<file path="src/rtl/spi_diag_pkg.sv">
package spi_diag_pkg;
   localparam int WORD_W = 16;
   localparam int N_TRK  = 6;
   localparam logic [WORD_W-1:0] CTRL_RST = 16'h4301;

   typedef struct packed {
      logic [N_TRK-1:0] trk_en;
      logic             sleep_n;
      logic [1:0]       rst_dly;
      logic [1:0]       wd_time;
      logic             wd_en;
      logic             trig;
   } ctrl_t;

   function automatic ctrl_t decode_ctrl(input logic [WORD_W-1:0] w);
      ctrl_t c;
      c.trk_en  = w[2 +: N_TRK];
      c.sleep_n = w[8];
      c.rst_dly = {w[11], w[10]};
      c.wd_time = {w[13], w[12]};
      c.wd_en   = !(!w[0] && w[9] && !w[14]);
      c.trig    = w[15];
      return c;
   endfunction
endpackage

</file>
<file path="src/rtl/spi_diag_shift.sv">
module spi_diag_shift #(
   parameter int W = 16
) (
   input  logic         clk,
   input  logic         rst_n,
   input  logic         sclk,
   input  logic         cs_n,
   input  logic         mosi,
   input  logic [W-1:0] load_word,
   output logic         miso,
   output logic         miso_oe,
   output logic         load_pulse,
   output logic         apply_pulse,
   output logic [W-1:0] rx_word
);
   localparam int CNT_W = $clog2(W + 1);

   logic sclk_s1, sclk_s2, cs_s1, cs_s2, mosi_s1;
   logic sclk_rise, sclk_fall, cs_fall, cs_rise;
   logic [W-1:0] sreg;
   logic [CNT_W-1:0] cnt;
   logic do_q, oe_q;

   always_ff @(posedge clk or negedge rst_n) begin
      if (!rst_n) begin
         sclk_s1 <= 1'b0;
         sclk_s2 <= 1'b0;
         cs_s1   <= 1'b1;
         cs_s2   <= 1'b1;
         mosi_s1 <= 1'b0;
      end else begin
         sclk_s1 <= sclk;
         sclk_s2 <= sclk_s1;
         cs_s1   <= cs_n;
         cs_s2   <= cs_s1;
         mosi_s1 <= mosi;
      end
   end

   assign sclk_rise = sclk_s1 & ~sclk_s2;
   assign sclk_fall = ~sclk_s1 & sclk_s2;
   assign cs_fall   = cs_s2 & ~cs_s1;
   assign cs_rise   = ~cs_s2 & cs_s1;

   always_ff @(posedge clk or negedge rst_n) begin
      if (!rst_n) begin
         sreg <= '0;
         cnt  <= '0;
         do_q <= 1'b0;
         oe_q <= 1'b0;
      end else begin
         oe_q <= ~cs_s1;
         if (cs_fall) begin
            sreg <= load_word;
            do_q <= load_word[0];
            cnt  <= '0;
         end else if (!cs_s1) begin
            if (sclk_rise) do_q <= sreg[0];
            if (sclk_fall) begin
               sreg <= {mosi_s1, sreg[W-1:1]};
               if (cnt != CNT_W'(W)) cnt <= cnt + CNT_W'(1);
            end
         end
      end
   end

   assign load_pulse  = cs_fall;
   assign apply_pulse = cs_rise && (cnt == CNT_W'(W));
   assign rx_word     = sreg;
   assign miso        = do_q;
   assign miso_oe     = oe_q;
endmodule

</file>
<file path="src/rtl/spi_diag_ctrl.sv">
module spi_diag_ctrl
   import spi_diag_pkg::*;
(
   input  logic              clk,
   input  logic              rst_n,
   input  logic              apply,
   input  logic [WORD_W-1:0] rx_word,
   input  logic              wake,
   output logic [N_TRK-1:0]  trk_en,
   output logic              power_down,
   output logic [1:0]        rst_dly,
   output logic [1:0]        wd_time,
   output logic              wd_en,
   output logic              wd_trig
);
   logic [WORD_W-1:0] word_q;
   logic              trig_q;
   ctrl_t             c;

   always_ff @(posedge clk or negedge rst_n) begin
      if (!rst_n) begin
         word_q <= CTRL_RST;
         trig_q <= 1'b0;
      end else begin
         trig_q <= 1'b0;
         if (apply) begin
            word_q <= rx_word;
            trig_q <= rx_word[15];
         end
      end
   end

   always_comb c = decode_ctrl(word_q);

   assign trk_en     = c.trk_en;
   assign power_down = ~c.sleep_n & ~wake;
   assign rst_dly    = c.rst_dly;
   assign wd_time    = c.wd_time;
   assign wd_en      = c.wd_en;
   assign wd_trig    = trig_q & c.trig;
endmodule

</file>
<file path="src/rtl/spi_diag_stat.sv">
module spi_diag_stat
   import spi_diag_pkg::*;
#(
   parameter int SETTLE_CYC = 125000
) (
   input  logic              clk,
   input  logic              rst_n,
   input  logic              load,
   input  logic              apply,
   input  logic [N_TRK-1:0]  trk_en,
   input  logic [N_TRK-1:0]  trk_ok,
   input  logic              temp_warn,
   input  logic [1:0]        cold_evt,
   input  logic              win_closed,
   input  logic [2:0]        rst_cond,
   input  logic              wd_err,
   input  logic              conv_on,
   output logic [WORD_W-1:0] status_word,
   output logic              err_flag
);
   localparam int TW = $clog2(SETTLE_CYC + 1);

   logic [N_TRK-1:0] timeout;
   logic             err_l, wderr_l, snap_err, snap_wd;
   logic [1:0]       cold_l, snap_cold;
   logic             err_set, clr;

   for (genvar i = 0; i < N_TRK; i++) begin : g_trk
      logic [TW-1:0] cnt;
      logic          done, to_q;
      always_ff @(posedge clk or negedge rst_n) begin
         if (!rst_n) begin
            cnt  <= '0;
            done <= 1'b0;
            to_q <= 1'b0;
         end else begin
            to_q <= 1'b0;
            if (!trk_en[i]) begin
               cnt  <= '0;
               done <= 1'b0;
            end else if (!done) begin
               if (trk_ok[i]) begin
                  done <= 1'b1;
               end else if (cnt == TW'(SETTLE_CYC - 1)) begin
                  done <= 1'b1;
                  to_q <= 1'b1;
               end else begin
                  cnt <= cnt + TW'(1);
               end
            end
         end
      end
      assign timeout[i] = to_q;
   end

   assign err_set = temp_warn | wd_err | (|cold_evt) | (|timeout);
   assign clr     = apply;

   always_ff @(posedge clk or negedge rst_n) begin
      if (!rst_n) begin
         err_l     <= 1'b0;
         wderr_l   <= 1'b0;
         cold_l    <= 2'b11;
         snap_err  <= 1'b0;
         snap_wd   <= 1'b0;
         snap_cold <= 2'b00;
      end else begin
         if (load) begin
            snap_err  <= err_l;
            snap_wd   <= wderr_l;
            snap_cold <= cold_l;
         end
         err_l   <= err_set | (err_l & ~(clr & snap_err));
         wderr_l <= wd_err | (wderr_l & ~(clr & snap_wd));
         cold_l  <= cold_evt | (cold_l & ~({2{clr}} & snap_cold));
      end
   end

   always_comb begin
      status_word              = '0;
      status_word[0]           = err_l;
      status_word[1]           = temp_warn;
      status_word[2 +: N_TRK]  = trk_en & trk_ok;
      status_word[9:8]         = ~cold_l;
      status_word[10]          = win_closed;
      status_word[13:11]       = rst_cond;
      status_word[14]          = wderr_l;
      status_word[15]          = conv_on;
   end

   assign err_flag = err_l;
endmodule

</file>
<file path="src/rtl/spi_diag_reg.sv">
module spi_diag_reg
   import spi_diag_pkg::*;
#(
   parameter int SETTLE_CYC = 125000
) (
   input  logic             clk,
   input  logic             rst_n,
   input  logic             spi_sclk,
   input  logic             spi_cs_n,
   input  logic             spi_mosi,
   output logic             spi_miso,
   output logic             spi_miso_oe,
   input  logic             wake,
   input  logic [N_TRK-1:0] trk_ok,
   input  logic             temp_warn,
   input  logic [1:0]       cold_evt,
   input  logic             win_closed,
   input  logic [2:0]       rst_cond,
   input  logic             wd_err,
   input  logic             conv_on,
   output logic [N_TRK-1:0] trk_en,
   output logic             power_down,
   output logic [1:0]       rst_dly,
   output logic [1:0]       wd_time,
   output logic             wd_en,
   output logic             wd_trig,
   output logic             err_flag
);
   if (SETTLE_CYC < 2) begin : g_bad_settle
      $error("SETTLE_CYC must be at least 2");
   end
   if (N_TRK + 2 > 8) begin : g_bad_trk
      $error("tracker field overlaps sleep bit");
   end

   logic              frame_load, frame_apply;
   logic [WORD_W-1:0] rx_word, status_word;

   spi_diag_shift #(.W(WORD_W)) u_shift (
      .clk        (clk),
      .rst_n      (rst_n),
      .sclk       (spi_sclk),
      .cs_n       (spi_cs_n),
      .mosi       (spi_mosi),
      .load_word  (status_word),
      .miso       (spi_miso),
      .miso_oe    (spi_miso_oe),
      .load_pulse (frame_load),
      .apply_pulse(frame_apply),
      .rx_word    (rx_word)
   );

   spi_diag_ctrl u_ctrl (
      .clk       (clk),
      .rst_n     (rst_n),
      .apply     (frame_apply),
      .rx_word   (rx_word),
      .wake      (wake),
      .trk_en    (trk_en),
      .power_down(power_down),
      .rst_dly   (rst_dly),
      .wd_time   (wd_time),
      .wd_en     (wd_en),
      .wd_trig   (wd_trig)
   );

   spi_diag_stat #(.SETTLE_CYC(SETTLE_CYC)) u_stat (
      .clk        (clk),
      .rst_n      (rst_n),
      .load       (frame_load),
      .apply      (frame_apply),
      .trk_en     (trk_en),
      .trk_ok     (trk_ok),
      .temp_warn  (temp_warn),
      .cold_evt   (cold_evt),
      .win_closed (win_closed),
      .rst_cond   (rst_cond),
      .wd_err     (wd_err),
      .conv_on    (conv_on),
      .status_word(status_word),
      .err_flag   (err_flag)
   );
endmodule

</file>
<file path="config.mk">
export PLATFORM = sky130hd
export DESIGN_NAME = spi_diag_reg
export DESIGN_NICKNAME = d
export VERILOG_FILES = /design/src/rtl/spi_diag_pkg.sv /design/src/rtl/spi_diag_shift.sv /design/src/rtl/spi_diag_ctrl.sv /design/src/rtl/spi_diag_stat.sv /design/src/rtl/spi_diag_reg.sv
export SDC_FILE = /design/constraint.sdc
export NUM_CORES = 1
export LEC_CHECK = 0
export BUFFER_PORTS_ARGS = -buffer_cell sky130_fd_sc_hd__buf_2
export CELL_PAD_IN_SITES_DETAIL_PLACEMENT = 1
export CELL_PAD_IN_SITES_GLOBAL_PLACEMENT = 2
export CORE_UTILIZATION = 30
export CTS_CLUSTER_SIZE = 25
export DETAILED_ROUTE_END_ITERATION = 10
export PLACE_DENSITY = 0.66
export SLEW_MARGIN = 15
export SYNTH_ARGS = -nofsm -noshare
export SYNTH_HDL_FRONTEND = slang
export SYNTH_HIERARCHICAL = 1
export SYNTH_SLANG_ARGS = --single-unit
</file>
<file path="constraint.sdc">
create_clock -name clk -period 1.8 [get_ports clk]
set_input_delay 0.36 -clock clk [delete_from_list [all_inputs] [get_ports clk]]
set_output_delay 0.36 -clock clk [all_outputs]
set_load 0.02 [all_outputs]
</file>
Yosys cells after proc, flatten, opt, wreduce, memory -nomap -nowiden
Cells that the tools add are included.
Widths: inputs -> output; s select.

operators by class
  reduce and logical (&&, ||, !) cells = 20
  $add $sub $neg = 7
  mux-type cells = 77
  bitwise operators = 29
  equal/unequal tests = 27

operators with widths
  cell                   number
  $mux 17                24
  $add 17x1->17 const B  6
  $eq 17x17->1 const B   6
  $mux 16                3
  $mux 1                 46
  $ne 2x2->1 const B     19
  $reduce_and 3->1       7
  $mux 5                 4
  $and 1x1->1            10
  $not 1->1              8
  $and 6x6->6            1
  $reduce_bool 2->1      3
  $reduce_or 6->1        1
  $add 5x1->5 const B    1
  $eq 5x5->1 const B     1
  $ne 5x5->1 const B     1
  $or 1x1->1             5
  $and 2x2->2            2
  $not 2->2              2
  $reduce_and 2->1       2
  $logic_and 1x1->1      3
  $logic_not 1->1        3
  $or 2x2->2             1
  $reduce_or 2->1        1

storage, ports and cells
  register bits after elaboration = 167
  input port bits = 21
  word-level logic and storage cells = 195

Logic depth before layout (Yosys ltp)
Gate-level depths: netlist (run 1).

  depth after elaboration = 7
  gate-level depth with buffers = 8
  gate-level depth less buffers = 8

Cells and area by module
Netlist (run 1), hierarchy kept.

modules (own cells, without submodules)
  module          cells each  sequential area each (sq um)  area an instance (sq um)  times used
  spi_diag_stat   638         3055.4                        6347.3                    1
  spi_diag_shift  116         703.2                         1283.7                    1
  spi_diag_ctrl   47          405.4                         740.7                     1

Worst setup path before layout (run 1)
OpenSTA, ideal clock, no wires.

  path type = register to register
  from = reg u_stat.g_trk[3].cnt[12]
  to = reg u_stat.g_trk[3].cnt[11]
  buffers on the path = 1
  stages on the path, launching flop included = 7
  setup time = 0.119 ns
  path slack = -0.154 ns
  data arrival time = 1.835 ns
  required time = 1.681 ns
  path through = dfrtp_1 -> or4_4 -> nor4_4 -> buf_6 -> nor4_1 -> xor2_1 -> and2_1

between the ends
  longest elaborated chain between the ends = 3

ends and longest elaborated chain
  item                        RTL line             text
  start: declaration          spi_diag_stat.sv:29  logic [TW-1:0] cnt;
  start signal: assignment    spi_diag_stat.sv:48  cnt <= cnt + TW'(1);
  $eq 17x17->1                spi_diag_stat.sv:44  end else if (cnt == TW'(SETTLE_CYC - 1)) begin
  $ne 2x2->1 (no line)        -
  $reduce_and 3->1 (no line)  -

No other way between the ends.
A chain may end at the register's enable or synchronous reset.

Worst setup path after layout (run 1)
  from = reg u_stat.g_trk[3].cnt[8]
  to = reg u_stat.g_trk[3].cnt[10]

between the ends
  longest elaborated chain between the ends = 5
  elaborated cells on any way between the ends = 8
  those cells by class = 1 x add/sub; 2 x eq/ne; 4 x mux; 1 x reduce/logical

ends and longest elaborated chain
  item           RTL line             text
  $add 17x1->17  spi_diag_stat.sv:48
  $mux 17        spi_diag_stat.sv:44
  $mux 17        spi_diag_stat.sv:42  if (trk_ok[i]) begin
  $mux 17        spi_diag_stat.sv:41  end else if (!done) begin
  $mux 17        spi_diag_stat.sv:38  if (!trk_en[i]) begin

Parallel ways exist; a longest one is shown, timed or not. The select of a mux whose other input is x is not followed.

==> flow_summary.json, run 1 <==
{
  "p_seq_share_pct": 46.3,
  "peakVddDrop_uv": 702,
  "worst_slew_pin_slew_ns": 0.485,
  "power_switching_mw": 2.65,
  "finClkSkew_ns": 0.0144,
  "clk_pin_slew_worst_paths_ns": 0.06,
  "setup_ws_ns": -0.130,
  "wl_per_cell_um": 15.4,
  "slew-limit-headroom_pct": 67.6,
  "finalHoldViolCount": 0,
  "p_leak_nw": 4.49,
  "pin_count": 37,
  "path_class": "reg2reg",
  "die_h_um": 169,
  "synth-seq-cells": 166,
  "synth.net_count": 830,
  "power_density_nw_per_um2": 923,
  "gp_congestion": 0.740,
  "p_sw_share_pct": 27.9,
  "min_period_over_period_pct": 107,
  "numClockSinks": 166,
  "dr.pass1.iters": 4,
  "stdcell_count": 1290,
  "hpwl_um": 13700,
  "drt-total-wl_um": 19800,
  "antenna_found_initial": 3,
  "start_util_pct": 30.8,
  "power.internal_mw": 6.83,
  "slew_viol_final": 0,
  "vias": 6142,
  "cts-htree-levels": 4,
  "synth_cell_type_count": 64,
  "viasPerCell": 4.76,
  "worst_setup_path_end_kind": "register",
  "clk_path_buf_depth": 2,
  "pwr-share-comb_pct": 16.1,
  "async_flop_share_pct": 100,
  "crit_path_top_delay_cell": "or4b_4",
  "layout-drive-gt1-share_pct": 25.3,
  "ant_nets": 0,
  "grt_pass1_wl_um": 33800,
  "die-area_sq_um": 28600,
  "cpPeakStageDelay_ns": 0.56,
  "status": "finished, violations left",
  "drc_errors": 0,
  "syn_area_sq_um": 8370,
  "overflow": 0,
  "worstSkewPairLatency_ns": 0.43,
  "cp_num_buf_inv": 1,
  "ys_warn_count": 6,
  "cts_made_buffers": 17,
  "violations": "setup timing",
  "dp.cells": 1244,
  "drt_iter0_drc": 281,
  "final_area_sq_um": 10300,
  "path_cells": "or4b_4 > nor4_4 > buf_6 > nor4_2 > xor2_1 > and2_1",
  "grt_max_degree": 48,
  "synth_cells": 801,
  "fmax_mhz": 518,
  "tritoncts": "yes",
  "critical_path_required_ns": 2.12,
  "synth-edff-count": 0,
  "synth.avg_cell_area_sq_um": 10.5,
  "rsz0062_at_grt": "yes",
  "whs_ns": 0.0347,
  "cts_root_buffer": "clkbuf_16",
  "finalPower_mw": 9.48,
  "die_x_um": 169,
  "cp_max_fo": 8,
  "yosysSeqAreaShare_pct": 49.7,
  "min_path_type": "in2reg",
  "area_delta_synth_final_pct": 22.7,
  "io_buffers": 36,
  "grt_usage_pct": 14.9,
  "crit_family": "simple AND/OR/NAND/NOR gates",
  "clkPwrFrac_pct": 37.6,
  "drv_cap": 0,
  "startpoint_type": "register",
  "cp.arrival_ns": 2.25,
  "fin_tns_setup_ns": -1.76,
  "finalSetupViolations": 18,
  "synthFlopType": "dfrtp_1",
  "fin_crit_ns": 1.93,
  "placed_cell_area_sq_um": 9430,
  "first_global_vias": 6546,
  "fin_nets": 932,
  "rows": 60,
  "core_area_sq_um": 27200
}
-- per-layer routing --
| layer | GRT usage (%) | routed length (um) | vias up |
|---|---|---|---|
| met5 | 0 | 11 | - |
| met4 | 3.80 | 220 | 2 |
| met1 | 19.9 | 9900 | 3080 |
| met2 | 24.2 | 9200 | 40 |
| li1 | - | - | 3000 |
| met3 | 3.32 | 516 | 20 |
-- registers in the layout (all words and copies together) (netlist names), 2 cells and up --
| name | cells |
|---|---|
| u_stat/g_trk.cnt | 102 |
| u_ctrl/word_q | 15 |
| u_stat/snap_cold | 2 |
| u_stat/cold_l | 2 |
| u_shift/rx_word | 16 |
| u_stat/g_trk.to_q | 6 |
| u_stat/g_trk.done | 6 |
| u_shift/cnt | 5 |
-- synthesized netlist by cell type (4+ instances only) --
cell type    n  area share (%)
nor3_1      16            0.96
xnor2_1     36             3.8
buf_6        4            0.54
buf_4       19             1.7
a21boi_0     6            0.54
ha_1         8             1.2
dfrtp_1    158              47
clkbuf_1    16            0.72
and2_1      75             5.6
and4_1       5            0.52
o21ai_0     28             1.7
o31ai_1      6            0.54
dfstp_2      8             2.5
nor4bb_1     5            0.60
nand3_1     32             1.9
nand2b_1    16             1.2
nor3b_1      4            0.36
o21ai_1     15            0.90
and3_1      20             1.5
nand2_1     74             3.3
nand4_1     26             1.9
nor2_1      29             1.3
mux2_2      11             1.5
nor4b_1      9            0.94
a21oi_1      4            0.24
mux2_4       9             1.6
or3_1        9            0.67
nand3b_1     5            0.45
nor4_1      18             1.3
xor2_1      30             3.1
o211ai_1     8            0.72
nor2b_1     12            0.90
mux2i_1     25             3.0
o41ai_1      4            0.42
inv_1       16            0.72
-- placed cells by master, fill, tap and decap left out, types with 9 or more instances in the layout --
master and instances:
clkbuf_16 17, and3_1 20, xnor2_1 35, mux2_2 11, dfrtp_1 155, inv_1 16, o21ai_1 15, o21ai_0 27
nor4_1 13, mux2_4 9, nand4_1 26, and2_1 73, xor2_1 30, nor2b_1 11, nand3_1 31, nand2b_1 15
nor2_1 28, mux2i_1 25, nand2_1 73, buf_2 34, or3_1 9, buf_4 80, nor3_1 10
-- metrics by stage --
step           util, %  setup slack, ns
6_report          37.8           -0.130
5_1_grt           37.8           -0.250
4_1_cts           37.1           -0.165
3_5_place_dp      34.7           -0.196
3_3_place_gp      34.7           -0.158
2_1_floorplan        -          -0.0956
-- what timing repair did --
action | 4_1_cts | 5_1_grt
hold endpoints to repair | 33 | 0
buffers inserted | 4 | 8
pin swaps | 9 | 13
setup endpoints to repair | 24 | 54
resized for setup | 11 | 32
hold buffers | 1 | 0
-- final cells by class --
class,count,area [sq um]
fill,3052,16900
sequential,166,4170
multi-input combinational,575,4040
timing repair buffer,126,966
clock buffer,23,488
tap,372,465
clock inverter,9,76.3
inverter,17,63.8
antenna,2,5.00
-- power groups by stage --
stage | clock network (mW) | logic (mW) | registers [mW]
after floorplan | 0 | 1.15 | 4.29
after global routing | 3.83 | 1.70 | 4.44
after global placement | 0 | 1.48 | 4.45
after CTS | 3.71 | 1.55 | 4.40
after detailed placement | 0 | 1.52 | 4.46
final | 3.57 | 1.53 | 4.39
-- worst paths after layout --
kind	start	end	slack, ns	depth (start not counted)
setup reg to reg	u_stat/g_trk[3].cnt[8]	u_stat/g_trk[3].cnt[10]	-0.13	6
hold reg to reg	u_shift/cs_s1	u_shift/cs_s2	0.42	0
max in group asynchronous	rst_n	u_ctrl/word_q[14]	0.74	3
setup / recovery	u_stat/g_trk[3].cnt[8]	u_stat/g_trk[3].cnt[10]	-0.13	6
hold / removal	spi_cs_n	u_shift/cs_s1	0.03	1
min in group asynchronous	rst_n	u_stat/g_trk[5].cnt[10]	0.41	2
-- worst reg2reg max path, stage by stage, from the launching register on --
cell and delay (ns):
dfrtp_1 0.37, or4b_4 0.56, nor4_4 0.33, buf_6 0.20, nor4_2 0.06, xor2_1 0.15, and2_1 0.14
-- kinds of logic after synthesis --
family / share of synthesized area [%]
compound gates: 6.47
xor+xnor: 6.90
simple gates: 25.5
mux: 6.08
buf+inv: 4.14
fa+ha+maj: 1.20
flops: 49.7
Note: power is estimated with default switching activity, not from simulation.
==> inputs of run 2 (changes only) <==
- CORE_MARGIN: not set -> 5
==> run 2 against run 1 <==
The flow still finishes with violations (setup timing). Critical path depth unchanged. Sequential share of layout area shrank 0.35 points. Core utilization is 0.41 points lower. Clock skew down 0.0046 ns. First-iteration DRC count rose by 6.8%. Worst setup slack improved by 0.014 ns. Via count rose by 0.49%. Global-route usage fell by 1.5 points. Maximum frequency rose by 0.75%. Count of clock-buffer cells in the layout is 4 lower. Hold slack improved by 0.0089 ns. Critical path type unchanged. Largest power group unchanged.
==> flow_summary.json, run 2 (synthesized netlist as in run 1, its figures left out) <==
{
  "status": "finished, violations left",
  "violations": "setup timing",
  "gp_congestion": 0.753,
  "vias": 6172,
  "drc_errors": 0,
  "layout_commonest_cell": "dfrtp_1",
  "start_util_pct": 30.2,
  "slew_viol_final": 0,
  "path_class": "reg2reg",
  "finClkSkew_ns": 0.00981,
  "grt_pass1_wl_um": 34100,
  "clk_path_buf_depth": 2,
  "drt_iter0_drc": 300,
  "finalSetupViolations": 17,
  "tritoncts": "yes",
  "rows": 61,
  "setup_ws_ns": -0.116,
  "seqCellArea_sq_um": 4170,
  "antenna_found_initial": 0,
  "slew-limit-headroom_pct": 66.1,
  "drt-total-wl_um": 20300,
  "dp.cells": 1258,
  "cts_made_buffers": 17,
  "overflow": 0,
  "die_x_um": 177,
  "area_delta_synth_final_pct": 23.7,
  "io_buffers": 36,
  "first_global_vias": 6571,
  "drv_cap": 0,
  "peakVddDrop_uv": 629,
  "fin_crit_ns": 1.92,
  "worstSkewPairLatency_ns": 0.42,
  "min_path_type": "in2reg",
  "ant_nets": 0,
  "worst_setup_path_end_kind": "register",
  "cp.arrival_ns": 2.22,
  "cts-htree-levels": 4,
  "startpoint_type": "register",
  "numClockSinks": 166,
  "top_register": "u_stat/g_trk.cnt",
  "pin_count": 37,
  "worst_slew_pin_slew_ns": 0.508,
  "fin_nets": 936,
  "wl_per_cell_um": 15.6,
  "die_h_um": 177,
  "dr.pass1.iters": 6,
  "clk_pin_slew_worst_paths_ns": 0.06,
  "power_density_nw_per_um2": 989,
  "rsz0062_at_grt": "yes",
  "fmax_mhz": 522,
  "grt_max_degree": 43,
  "antenna_cells": 0,
  "stdcell_count": 1298,
  "min_period_over_period_pct": 106,
  "finalHoldViolCount": 0,
  "multi_input_area_sq_um": 3990,
  "critical_path_required_ns": 2.11,
  "viasPerCell": 4.76,
  "place_ws_ns": -0.105,
  "die-area_sq_um": 31300,
  "core_area_sq_um": 27700,
  "hpwl_um": 14200,
  "layout-drive-gt1-share_pct": 24.8,
  "cp_max_fo": 5,
  "final_cell_mix": "dfrtp_1 (156), buf_4 (87), and2_1 (74), nand2_1 (74), xnor2_1 (36)",
  "largest_reg_flops": 102,
  "cts_root_buffer": "clkbuf_16",
  "grt_usage_pct": 13.4,
  "fillers": 3076,
  "p_leak_nw": 4.53,
  "fin_tns_setup_ns": -1.23
}
## run 2: cell types whose count changed in the layout (fill, tap and decap cells not counted), moves of 3 or more
cell       delta
clkinv_2      -3
nor4b_1       +3
clkbuf_8      -3
buf_4         +7
nor4b_2       -3
bufinv_16     +6
## run 2: repair_timing
action	CTS	global route
pin swaps	7	4
endpoints found under the setup margin	19	53
hold buffers	1	0
setup buffers	1	6
endpoints found under the hold margin	34	0
gates resized for setup	7	27
## run 2: path summary, 6_finish.rpt
| kind | endpoint | cells past startpoint | from | slack (ns) |
|---|---|---|---|---|
| setup / recovery | u_stat/g_trk[3].cnt[9] | 6 | u_stat/g_trk[3].cnt[10] | -0.12 |
| setup reg to reg | u_stat/g_trk[3].cnt[9] | 6 | u_stat/g_trk[3].cnt[10] | -0.12 |
| hold reg to reg | u_shift/cs_s2 | 0 | u_shift/cs_s1 | 0.43 |
| min in group asynchronous | u_stat/g_trk[5].cnt[8] | 2 | rst_n | 0.45 |
| max in group asynchronous | u_stat/cold_l[0] | 3 | rst_n | 0.70 |
| hold / removal | u_shift/cs_s1 | 1 | spi_cs_n | 0.04 |
## run 2: final cells by class
class                           count  area share (%)
Sequential cell                   166            40.2
Multi-Input combinational cell    575            38.5
Tap cell                          378            4.57
Clock buffer                       19            4.28
Inverter                           17           0.616
Timing Repair Buffer              130            9.34
Clock inverter                     13            2.43
## run 2: critical path, cell delays in order, from the launching register on
cell and delay [ns]:
dfrtp_1 0.38, or4b_4 0.56, nor4_4 0.29, buf_4 0.20, nor4b_1 0.06, xor2_1 0.16
and2_1 0.16
## run 2: where the power goes
part	internal, mW	leakage [nW]	switching (mW)
sequential	4.06	2.22	0.314
combinational	0.720	1.97	0.818
clock	2.78	0.341	1.54
total	7.56	4.53	2.67
## run 2: stage by stage
stage | hold slack [ns] | area [sq um] | total power, mW | utilization [%]
after floorplan | 0.0644 | 8380 | 5.43 | -
after global placement | 0.353 | 9470 | 5.96 | 34.2
after detailed placement | 0.351 | 9470 | 5.99 | 34.2
after CTS | 0.0145 | 10200 | 10.4 | 36.9
after global routing | 0.0106 | 10400 | 10.8 | 37.4
final | 0.0435 | 10400 | 10.2 | 37.4
## run 2: per-layer routing
| layer | vias up | track usage, % | share of wire (%) |
|---|---|---|---|
| met4 | 0 | 2.42 | 0.57 |
| met5 | - | 0 | 0 |
| met3 | 7 | 2.99 | 2.3 |
| li1 | 3005 | - | - |
| met1 | 3117 | 18.1 | 49 |
| met2 | 43 | 22.3 | 48 |
